## config.mk

```make
export PLATFORM = sky130hd
export DESIGN_NAME = shiftreg_divider
export DESIGN_NICKNAME = d
export VERILOG_FILES = /design/src/rtl/divn_pkg.sv /design/src/rtl/divn_stage_chain.sv /design/src/rtl/divn_tap_select.sv /design/src/rtl/divn_feedback.sv /design/src/rtl/shiftreg_divider.sv
export SDC_FILE = /design/constraint.sdc
export NUM_CORES = 1
export LEC_CHECK = 0
export BUFFER_PORTS_ARGS = -buffer_cell sky130_fd_sc_hd__buf_2
export CAP_MARGIN = 20
export CORE_ASPECT_RATIO = 2
export CORE_UTILIZATION = 30
export CTS_BUF_LIST = sky130_fd_sc_hd__clkbuf_8 sky130_fd_sc_hd__clkbuf_16
export CTS_CLUSTER_DIAMETER = 100
export DETAILED_ROUTE_END_ITERATION = 10
export HOLD_SLACK_MARGIN = 0.1
export PLACE_DENSITY = 0.54
export SETUP_SLACK_MARGIN = 0.4
export SYNTH_ARGS = -nofsm -noshare
export SYNTH_HDL_FRONTEND = slang
export SYNTH_HIERARCHICAL = 1
export SYNTH_SLANG_ARGS = --single-unit
```

## constraint.sdc

```tcl
create_clock -name clk -period 5.1 [get_ports clk]
set_input_delay 1.02 -clock clk [delete_from_list [all_inputs] [get_ports clk]]
set_output_delay 1.02 -clock clk [all_outputs]
set_load 0.05 [all_outputs]
```

## src/rtl/divn_pkg.sv

```systemverilog
package divn_pkg;

  // Number of chain stages needed so that every N code selects a real stage.
  function automatic int stage_count(input int nw);
    return 1 << nw;
  endfunction

  // Clocks from clear release until the selected stage holds a one.
  function automatic int fill_time(input int n);
    return n + 1;
  endfunction

  // Input clocks per output period for tap index n.
  function automatic int ratio_for(input int n);
    return fill_time(n) + 1;
  endfunction

endpackage

```

## src/rtl/divn_stage_chain.sv

```systemverilog
module divn_stage_chain #(
  parameter int DEPTH = 64
) (
  input  logic             clk,
  input  logic             rst_n,
  input  logic             clr,
  output logic [DEPTH-1:0] stages
);

  // Each stage is its own flop; stage 0 always loads a constant one.
  for (genvar i = 0; i < DEPTH; i++) begin : g_stage
    logic d_in;
    if (i == 0) begin : g_head
      assign d_in = 1'b1;
    end else begin : g_body
      assign d_in = stages[i-1];
    end

    always_ff @(posedge clk or negedge rst_n) begin
      if (!rst_n) begin
        stages[i] <= 1'b0;
      end else if (clr) begin
        stages[i] <= 1'b0;
      end else begin
        stages[i] <= d_in;
      end
    end
  end

endmodule

```

## src/rtl/divn_tap_select.sv

```systemverilog
module divn_tap_select #(
  parameter int NW    = 6,
  parameter int DEPTH = 64
) (
  input  logic [DEPTH-1:0] stages,
  input  logic [NW-1:0]    sel,
  output logic             tap
);

  logic [DEPTH-1:0] hit;

  // One-hot AND-OR selection keeps the depth at one decode plus an OR tree.
  for (genvar i = 0; i < DEPTH; i++) begin : g_hit
    assign hit[i] = stages[i] & (sel == NW'(i));
  end

  assign tap = |hit;

endmodule

```

## src/rtl/divn_feedback.sv

```systemverilog
module divn_feedback (
  input  logic clk,
  input  logic rst_n,
  input  logic tap,
  output logic fb
);

  // Falling-edge capture gives the chain half a period to settle before the clear.
  always_ff @(negedge clk or negedge rst_n) begin
    if (!rst_n) begin
      fb <= 1'b0;
    end else begin
      fb <= tap;
    end
  end

endmodule

```

## src/rtl/shiftreg_divider.sv

```systemverilog
module shiftreg_divider #(
  parameter int NW = 6
) (
  input  logic          clk,
  input  logic          rst_n,
  input  logic [NW-1:0] ratio_sel,
  output logic          div_out
);

  import divn_pkg::*;

  localparam int DEPTH = stage_count(NW);

  // Named internal events, observed by the bound checker.
  logic [DEPTH-1:0] fill_vec;
  logic             tap_bit;
  logic             clear_req;

  divn_stage_chain #(
    .DEPTH (DEPTH)
  ) u_chain (
    .clk    (clk),
    .rst_n  (rst_n),
    .clr    (clear_req),
    .stages (fill_vec)
  );

  divn_tap_select #(
    .NW    (NW),
    .DEPTH (DEPTH)
  ) u_tap (
    .stages (fill_vec),
    .sel    (ratio_sel),
    .tap    (tap_bit)
  );

  divn_feedback u_fb (
    .clk   (clk),
    .rst_n (rst_n),
    .tap   (tap_bit),
    .fb    (clear_req)
  );

  assign div_out = clear_req;

endmodule

```

==> impl_metrics.py, run 1 <==
metrics = {
    "outcome": {
        "run_status": "finished with violations",
        "violations": "DRC",
    },
    "clock_tree": {
        "holdBufCountCts": 0,
        "cts_buffers": 9,
        "htree_levels": 3,
        "clk_pin_slew_ns": 0.05,
        "cts_tree": "done",
        "clock_latency_ns": 0.34,
        "root_buffer": "clkbuf_16",
        "clock_sinks": 65,
        "clockBufferDepth": 2,
    },
    "logic_synthesis": {
        "synthCells": 301,
        "synth_area_mm2": 0.003455,
        "synth_cell_types": 41,
        "syn_area_per_cell_um2": 11.48,
        "seq_area_frac_synth": 0.4708,
        "synth_nets": 309,
        "async_flop_share": 1.000,
        "synth_edf_count": 0,
        "ys_seq_elements": 65,
        "yosys_warnings": 6,
        "synth-main-ff-cell": "dfrtp_1",
    },
    "detailed_routing": {
        "drcViolationCount": 2,
        "drt_iter0_markers": 127,
        "wl_per_cell_um": 16.85,
        "drtPass1Iterations": 7,
        "via_per_inst": 4.547,
        "routed_wl_mm": 6.994,
        "vias": 1887,
        "ant_nets": 0,
    },
    "global_route": {
        "grtUsageTotal": 0.1273,
        "grt_overflow": 0,
        "grt_pass1_wl_mm": 10.90,
        "grt_start_max_net_pins": 65,
        "antenna_found_initial": 0,
        "grt_pass1_vias": 2044,
    },
    "hold_path": {
        "worstHoldPathType": "reg -> reg",
    },
    "sta": {
        "final-setup-viol-count": 0,
        "slew_violations": 0,
        "final.setup.worst_slack_ns": 0.3922,
        "slew_headroom": 0.4071,
        "clock_skew_ns": 0.009217,
        "timing.final.hold_violations": 0,
        "rsz0062_at_grt": "yes",
        "worstMarginPinSlew_ns": 0.8894,
    },
    "floorplan": {
        "die_h_um": 153.8,
        "dieArea_mm2": 0.01197,
        "ios": 9,
        "die_w_um": 77.88,
        "num_rows": 55,
        "core_area_mm2": 0.01129,
        "initial_utilization": 0.3061,
    },
    "finish": {
        "diodes": 0,
        "syn2layout_area_growth_pct": 10.11,
        "layout-drive-gt1-share": 0.4835,
        "fill_cells": 1144,
        "fin_nets": 276,
    },
    "pwr": {
        "power-per-cell-area_mw_per_mm2": 335.4,
        "p_leak_nw": 1.655,
        "vdd_drop_max_v": 0.0001721,
        "power_mw": 1.276,
    },
    "critical_path": {
        "crit_required_ns": 2.73,
        "critPathMaxFanout": 8,
        "slowest_delay_ns": 0.51,
        "crit_buf_inv": 1,
        "cp.arrival_ns": 2.34,
        "cp_top_family": "simple AND/OR/NAND/NOR gates",
        "cp-end-kind": "flip-flop",
        "crit_chain": "buf_12, mux2i_4, o22ai_2, or4_4, a211oi_2, nor4_2",
        "slowest_stage": "or4_4",
        "setup.worst_path.class": "in -> reg",
        "crit_path_start_kind": "input pin",
    },
    "job": {
        "maxCapViolCount": 0,
    },
    "placed_design": {
        "gp_congestion": 0.8235,
        "place_ws_ns": -0.06600,
        "dpl.hpwl_mm": 4.993,
        "io_buffer_count": 8,
    },
}
[flip-flops by register name, summed over array words and instances, names as in the netlist]
| register | count |
|---|---|
| u_chain/stages | 1 |
| u_chain/g_stage.d_in | 63 |
| u_fb/fb | 1 |
[logic make-up after synthesis]
logic type             Yosys count  synth area share
multiplexers                    11           0.03296
AND/OR/NAND/NOR                108            0.2434
AO/OA/AOI/OAI                   34           0.06809
flip-flops                      65            0.4708
buffers and inverters           83            0.1847
[cells in the final DEF (no fill, tap or decap), drive strengths merged, types with 5 or more instances in the layout]
master and n:
mux2i 8, clkbuf 10, a22oi 6, buf 34
a21oi 7, o22ai 9, nand3b 14, nor2b 65
nand2 6, clkinv 5, dfrtp 64
[per-layer routing]
layer  global-route usage  wire length (um)
met5                    0                 0
met4              0.08535               363
met3              0.03027               221
met2               0.2394              3995
met1               0.1173              2414
[power by group]
group | internal [mW] | switching (mW) | total (mW)
combinational | 0.0433 | 0.0645 | 0.108
sequential | 0.524 | 0.00436 | 0.528
clock | 0.422 | 0.217 | 0.640
total | 0.990 | 0.286 | 1.28
[metrics by stage]
stage	TNS (ns)	cells	instance area, um2	util	hold WS (ns)
3_3_place_gp	-0.07597	395	3263	0.2891	0.4754
5_1_grt	0	415	3804	0.3370	0.5055
4_1_cts	0	411	3623	0.3211	0.4912
3_5_place_dp	-0.06600	395	3263	0.2891	0.4761
6_report	0	415	3804	0.3370	0.4867
2_1_floorplan	0	301	3497	-	0.4650
[final timing paths]
path | slack (ns) | endpoint | cells after the start | from
worst min-delay path | 0.49 | u_chain/g_stage[29].d_in | 1 | u_chain/g_stage[28].d_in
worst min register to register | 0.49 | u_chain/g_stage[29].d_in | 1 | u_chain/g_stage[28].d_in
worst max-delay path | 0.39 | u_fb/fb | 6 | ratio_sel[1]
worst max register to register | 0.85 | u_fb/fb | 5 | u_chain/g_stage[62].d_in
max in group asynchronous | 2.04 | u_fb/fb | 1 | rst_n
min in group asynchronous | 0.93 | u_chain/g_stage[41].d_in | 2 | rst_n
[Yosys cell counts (all sizes together), types with 2 or more instances]
cell type	instances	share of area
nor3	2	0.0043
inv	4	0.0043
a22oi	6	0.013
buf	78	0.18
dfrtp	64	0.46
nand3b	14	0.030
nand4	2	0.0036
nand2b	2	0.0036
mux2	3	0.0098
a21oi	7	0.010
nand2	6	0.0065
a211oi	3	0.0065
o22ai	9	0.016
a2bb2oi	2	0.0051
nor2b	65	0.15
or4	4	0.0098
a32oi	4	0.010
and2b	2	0.0047
nor3b	3	0.0094
mux2i	8	0.023
[cell type report]
class / count / area (um2) / share of cell area
clock buffer: 9 / 225.2 / 0.05921
clock inverter: 7 / 85.08 / 0.02237
inverter: 4 / 15.01 / 0.003947
tap: 142 / 177.7 / 0.04671
multi-input combinational: 153 / 1328 / 0.3490
timing repair buffer: 35 / 346.6 / 0.09112
sequential: 65 / 1627 / 0.4276
[timing repair]
| action | 4_1_cts | 5_1_grt |
|---|---|---|
| cloned | 0 | 1 |
| pin swaps | 0 | 7 |
| endpoints found under the setup margin | 1 | 1 |
| gates resized for setup | 11 | 32 |
| buffers inserted | 0 | 3 |
[worst reg2reg max path, stage by stage, from the launching register on]
cell and delay [ns]:
dfrtp_1 0.41, mux2i_4 0.21, o22ai_2 0.10, or4_4 0.51, a211oi_2 0.25, nor4_2 0.07
Power figures use the tool's default switching activity.
==> run 2, diff against run 1 <==
Settings changed: BUFFER_PORTS_ARGS -buffer_cell sky130_fd_sc_hd__buf_2 to default, DONT_BUFFER_PORTS from default to 1.
==> run 2 against run 1 <==
  * The run now ends clean
  * Hold slack lost 0.10 ns
  * Die area did not move
  * Total power shrank 4.3%
  * Core utilization is 4.0 points lower
  * Register-to-register slack better by 0.10 ns
  * Final area down 12%
  * Cell count shrank 8.2%
  * Critical endpoint is now div_out
  * Largest power group unchanged
==> impl_metrics.py, run 2 (synthesis gave the netlist of run 1 again) <==
metrics = {
    "job": {
        "maxCapViolCount": 0,
    },
    "placed_design": {
        "placed_area_mm2": 0.003040,
        "gp_congestion": 0.7946,
        "place_ws_ns": 0.2600,
        "dpl.hpwl_mm": 4.918,
        "io_buffer_count": 0,
    },
    "global_route": {
        "grtUsageTotal": 0.1279,
        "grt_pass1_vias": 1972,
        "antenna_found_initial": 0,
        "grt_pass1_wl_mm": 10.85,
        "grt_overflow": 0,
        "grt_start_max_net_pins": 66,
    },
    "critical_path": {
        "reg2reg_to": "u_fb/fb",
        "cp.arrival_ns": 3.61,
        "r2r_slack_ns": 0.95,
        "setup.worst_path.class": "reg -> out",
        "reg2reg_depth": 5,
        "crit_required_ns": 4.08,
        "crit_path_start_kind": "flip-flop",
        "r2r-start": "u_chain/g_stage[5].d_in",
        "cp-end-kind": "primary output",
        "critPathMaxFanout": 3,
    },
    "sta": {
        "worstMarginPinSlew_ns": 0.5185,
        "final-setup-viol-count": 0,
        "timing.hold.ws_ns": 0.3822,
        "slew_headroom": 0.6543,
        "timing.final.hold_violations": 0,
        "clock_skew_ns": 0.01309,
        "rsz0062_at_grt": "no",
        "slew_violations": 0,
        "final.setup.worst_slack_ns": 0.4654,
        "finalSetupTns_ns": 0,
    },
    "detailed_routing": {
        "drtPass1Iterations": 6,
        "ant_nets": 0,
        "via_per_inst": 4.682,
        "vias": 1784,
        "drt_iter0_markers": 153,
        "routed_wl_mm": 6.888,
        "wl_per_cell_um": 18.08,
        "drcViolationCount": 0,
    },
    "finish": {
        "finalInstanceArea_mm2": 0.003352,
        "final_common_cell": "dfrtp_1",
        "diodes": 0,
        "largest_register_ffs": 63,
        "final_cell_mix": "dfrtp_1 (64), nor2b_2 (50), nor2b_1 (15)",
        "syn2layout_area_growth_pct": -2.970,
        "layout-drive-gt1-share": 0.3305,
        "fin_nets": 243,
    },
    "pwr": {
        "power_mw": 1.221,
        "p_leak_nw": 1.443,
        "vdd_drop_max_v": 0.0001609,
        "power-per-cell-area_mw_per_mm2": 364.4,
    },
    "clock_tree": {
        "postCtsSetupBuffers": 0,
        "cts_tree": "done",
        "clk_pin_slew_ns": 0.05,
        "clockBufferDepth": 2,
        "root_buffer": "clkbuf_16",
        "cts_buffers": 9,
        "clock_latency_ns": 0.34,
        "holdBufCountCts": 0,
        "htree_levels": 3,
        "clock_sinks": 65,
        "cts_resized": 0,
    },
    "outcome": {
        "run_status": "completed",
    },
    "floorplan": {
        "die_h_um": 153.8,
        "num_rows": 55,
        "initial_utilization": 0.3061,
        "core_area_mm2": 0.01129,
        "die_w_um": 77.88,
        "dieArea_mm2": 0.01197,
        "ios": 9,
    },
    "hold_path": {
        "worstHoldPathType": "in -> async",
    },
}
-- run 2: changes by cell type in the layout (fill, tap and decap cells not counted), sizes merged --
cell / change
buf: -32
clkinv: -4
inv: +2
-- run 2: per-layer routing --
metal	vias to the layer above	wire, um	global-route usage
met5	-	0	0
met2	42	3906	0.2402
met4	0	367	0.09883
li1	807	-	-
met1	917	2293	0.1088
met3	18	321	0.03620
-- run 2: cell type report --
class                           count  area (um2)
Tap cell                          142       177.7
Clock inverter                      5       72.57
Clock buffer                       10       239.0
Multi-Input combinational cell    153        1206
Timing Repair Buffer                2       15.01
Sequential cell                    65        1627
Inverter                            4       15.01
Fill cell                        1173        7934
-- run 2: how the worst max path moves through the flow --
stage,start,endpoint,slack [ns],cells after the start
detailed placement,ratio_sel[1],u_fb/fb,0.26,5
finish,u_fb/fb,div_out,0.47,0
global route,u_fb/fb,div_out,0.44,0
CTS,u_fb/fb,div_out,0.45,0
global placement,ratio_sel[1],u_fb/fb,0.27,5
floorplan,ratio_sel[1],u_fb/fb,0.36,6
-- run 2: power by group --
group,switching (mW),total (mW),internal (mW)
logic,0.0306,0.0481,0.0175
clock network,0.207,0.640,0.433
registers,0.00886,0.533,0.524
total,0.247,1.22,0.975
-- run 2: metrics by stage --
| stage | cells | utilization |
|---|---|---|
| after CTS | 381 | 0.2970 |
| after floorplan | 301 | - |
| after detailed placement | 366 | 0.2694 |
| final | 381 | 0.2970 |
| after global placement | 366 | 0.2694 |
| after global routing | 381 | 0.2970 |
==> run 3, diff against run 2 <==
==> constraint.sdc (replaced) <==
create_clock -name clk -period 5.1 [get_ports clk]
set_input_delay 0.255 -clock clk [delete_from_list [all_inputs] [get_ports clk]]
set_output_delay 0.255 -clock clk [all_outputs]
set_load 0.05 [all_outputs]
==> run 3 against run 2 <==
  * The flow now finishes with violations (DRC)
  * Count of clock-buffer cells in the layout is 1 lower
  * Sequential power is 0.8% lower
  * Cell count is 0.52% higher
  * Clock skew is 0.0016 ns lower
  * Via count is 0.56% lower
  * Clock power is 10% lower
  * Register-to-register slack worse by 0.09 ns
  * Hold slack better by 0.10 ns
  * Combinational power is 35% higher
  * Critical path depth is 5 higher
  * Non-clock buffer count is 2 higher
  * Setup slack better by 0.40 ns
  * Highest routed layer unchanged
==> impl_metrics.py, run 3 (synthesis gave the netlist of run 1 again) <==
metrics = {
    "finish": {
        "fill_cells": 1139,
        "largest_register_ffs": 63,
        "fin_nets": 245,
        "diodes": 0,
        "final_common_cell": "dfrtp_1",
        "final_cell_mix": "dfrtp_1 (64), nor2b_2 (50), nor2b_1 (15)",
        "syn2layout_area_growth_pct": -3.332,
        "layout-drive-gt1-share": 0.3195,
    },
    "pwr": {
        "power_frac_seq": 0.453,
        "p_int_mw": 0.9124,
        "vdd_drop_max_v": 0.0003109,
        "power_switching_mw": 0.2566,
        "p_leak_nw": 1.435,
        "clkPwrFrac": 0.492,
        "power-per-cell-area_mw_per_mm2": 350.1,
        "p_sw_frac": 0.2195,
        "comb_power_share": 0.055,
    },
    "floorplan": {
        "initial_utilization": 0.3061,
        "num_rows": 55,
        "core_area_mm2": 0.01129,
        "die_w_um": 77.88,
        "ios": 9,
        "die_h_um": 153.8,
        "dieArea_mm2": 0.01197,
    },
    "critical_path": {
        "reg2reg_depth": 5,
        "critPathMaxFanout": 2,
        "reg2reg_to": "u_fb/fb",
        "crit_path_start_kind": "flip-flop",
        "r2r_slack_ns": 0.86,
        "cp.arrival_ns": 1.85,
        "crit_required_ns": 2.72,
        "cp-end-kind": "flip-flop",
        "r2r-start": "u_chain/g_stage[5].d_in",
        "setup.worst_path.class": "reg -> reg",
    },
    "detailed_routing": {
        "vias": 1774,
        "drt_iter0_markers": 167,
        "drtPass1Iterations": 7,
        "drcViolationCount": 2,
        "wl_per_cell_um": 17.19,
        "routed_wl_mm": 6.582,
        "ant_nets": 0,
        "via_per_inst": 4.632,
    },
    "sta": {
        "clock_skew_ns": 0.01145,
        "slew_headroom": 0.5088,
        "final-setup-viol-count": 0,
        "timing.final.hold_violations": 0,
        "worstMarginPinSlew_ns": 0.7368,
        "final.setup.worst_slack_ns": 0.8635,
        "rsz0062_at_grt": "no",
        "finalSetupTns_ns": 0,
        "slew_violations": 0,
    },
    "clock_tree": {
        "root_buffer": "clkbuf_16",
        "cts_tree": "done",
        "postCtsSetupBuffers": 0,
        "cts_resized": 0,
        "holdBufCountCts": 2,
        "htree_levels": 3,
        "clock_latency_ns": 0.34,
        "clock_sinks": 65,
        "clk_pin_slew_ns": 0.05,
        "cts_buffers": 9,
        "clockBufferDepth": 2,
    },
    "hold_path": {
        "worstHoldPathType": "reg -> reg",
        "holdPathEnd": "u_chain/g_stage[6].d_in",
        "min-delay-start": "u_chain/g_stage[5].d_in",
        "worst_hold_path.num_cells": 1,
    },
    "outcome": {
        "run_status": "finished with violations",
        "violations": "DRC",
    },
    "placed_design": {
        "io_buffer_count": 0,
        "place_ws_ns": 0.8971,
        "dpl.hpwl_mm": 4.488,
        "gp_congestion": 0.7957,
    },
    "global_route": {
        "grt_pass1_wl_mm": 10.79,
        "grtUsageTotal": 0.1228,
        "grt_start_max_net_pins": 65,
        "antenna_found_initial": 0,
        "grt_overflow": 0,
        "grt_pass1_vias": 1928,
    },
    "job": {
        "maxCapViolCount": 0,
    },
}
-- run 3: cell types whose count changed in the layout (fill, tap and decap cells not counted), sizes merged --
| cell | before | now |
|---|---|---|
| clkinv | 1 | 3 |
| buf | 2 | 3 |
| bufinv | 2 | 1 |
| clkbuf | 10 | 9 |
| dlygate4sd3 | 0 | 1 |
-- run 3: per-stage QoR --
step / total power, mW / utilization / std cells / instance area, um2 / hold WS (ns)
after floorplan: 0.6076 / - / 301 / 3455 / -0.04059
after global placement: 0.5900 / 0.2680 / 366 / 3024 / -0.03814
after detailed placement: 0.5901 / 0.2680 / 366 / 3024 / -0.03841
after CTS: 1.184 / 0.2959 / 383 / 3339 / 0.4932
after global routing: 1.213 / 0.2959 / 383 / 3339 / 0.5125
final: 1.169 / 0.2959 / 383 / 3339 / 0.4864
-- run 3: final cells by class --
cell class                      count  area (um2)  share of cell area
Inverter                            4       15.01            0.004496
Tap cell                          142       177.7             0.05320
Timing Repair Buffer                4       52.55             0.01574
Sequential cell                    65        1627              0.4871
Multi-Input combinational cell    153        1190              0.3563
Clock inverter                      6       52.55             0.01574
Clock buffer                        9       225.2             0.06744
-- run 3: power groups by stage --
stage	clock [mW]	sequential (mW)	combinational [mW]
floorplan	0	0.538	0.0693
global placement	0	0.538	0.0519
detailed placement	0	0.538	0.0523
CTS	0.589	0.529	0.0661
global route	0.612	0.530	0.0708
finish	0.575	0.529	0.0648
-- run 3: how the worst max path moves through the flow --
stage / cells past startpoint / end / start / slack [ns]
finish: 5 / u_fb/fb / u_chain/g_stage[5].d_in / 0.86
global route: 5 / u_fb/fb / u_chain/g_stage[62].d_in / 0.75
CTS: 5 / u_fb/fb / u_chain/g_stage[62].d_in / 0.89
floorplan: 6 / u_fb/fb / u_chain/g_stage[5].d_in / 0.95
global placement: 5 / u_fb/fb / u_chain/g_stage[62].d_in / 0.87
detailed placement: 5 / u_fb/fb / u_chain/g_stage[62].d_in / 0.90
-- run 3: metal layers --
| metal | up-vias | part of all wire | track usage |
|---|---|---|---|
| li1 | 819 | - | - |
| met1 | 905 | 0.36 | 0.1157 |
| met2 | 34 | 0.57 | 0.2297 |
| met3 | 16 | 0.040 | 0.03442 |
| met4 | 0 | 0.032 | 0.07098 |
| met5 | - | 0 | 0 |
-- run 3: worst max-delay path, stage by stage (launching register included) --
cell and delay (ns):
dfrtp_1 0.36, mux2i_1 0.20, nor2_1 0.05, or4_1 0.46, nor4b_1 0.34, nor4_1 0.11
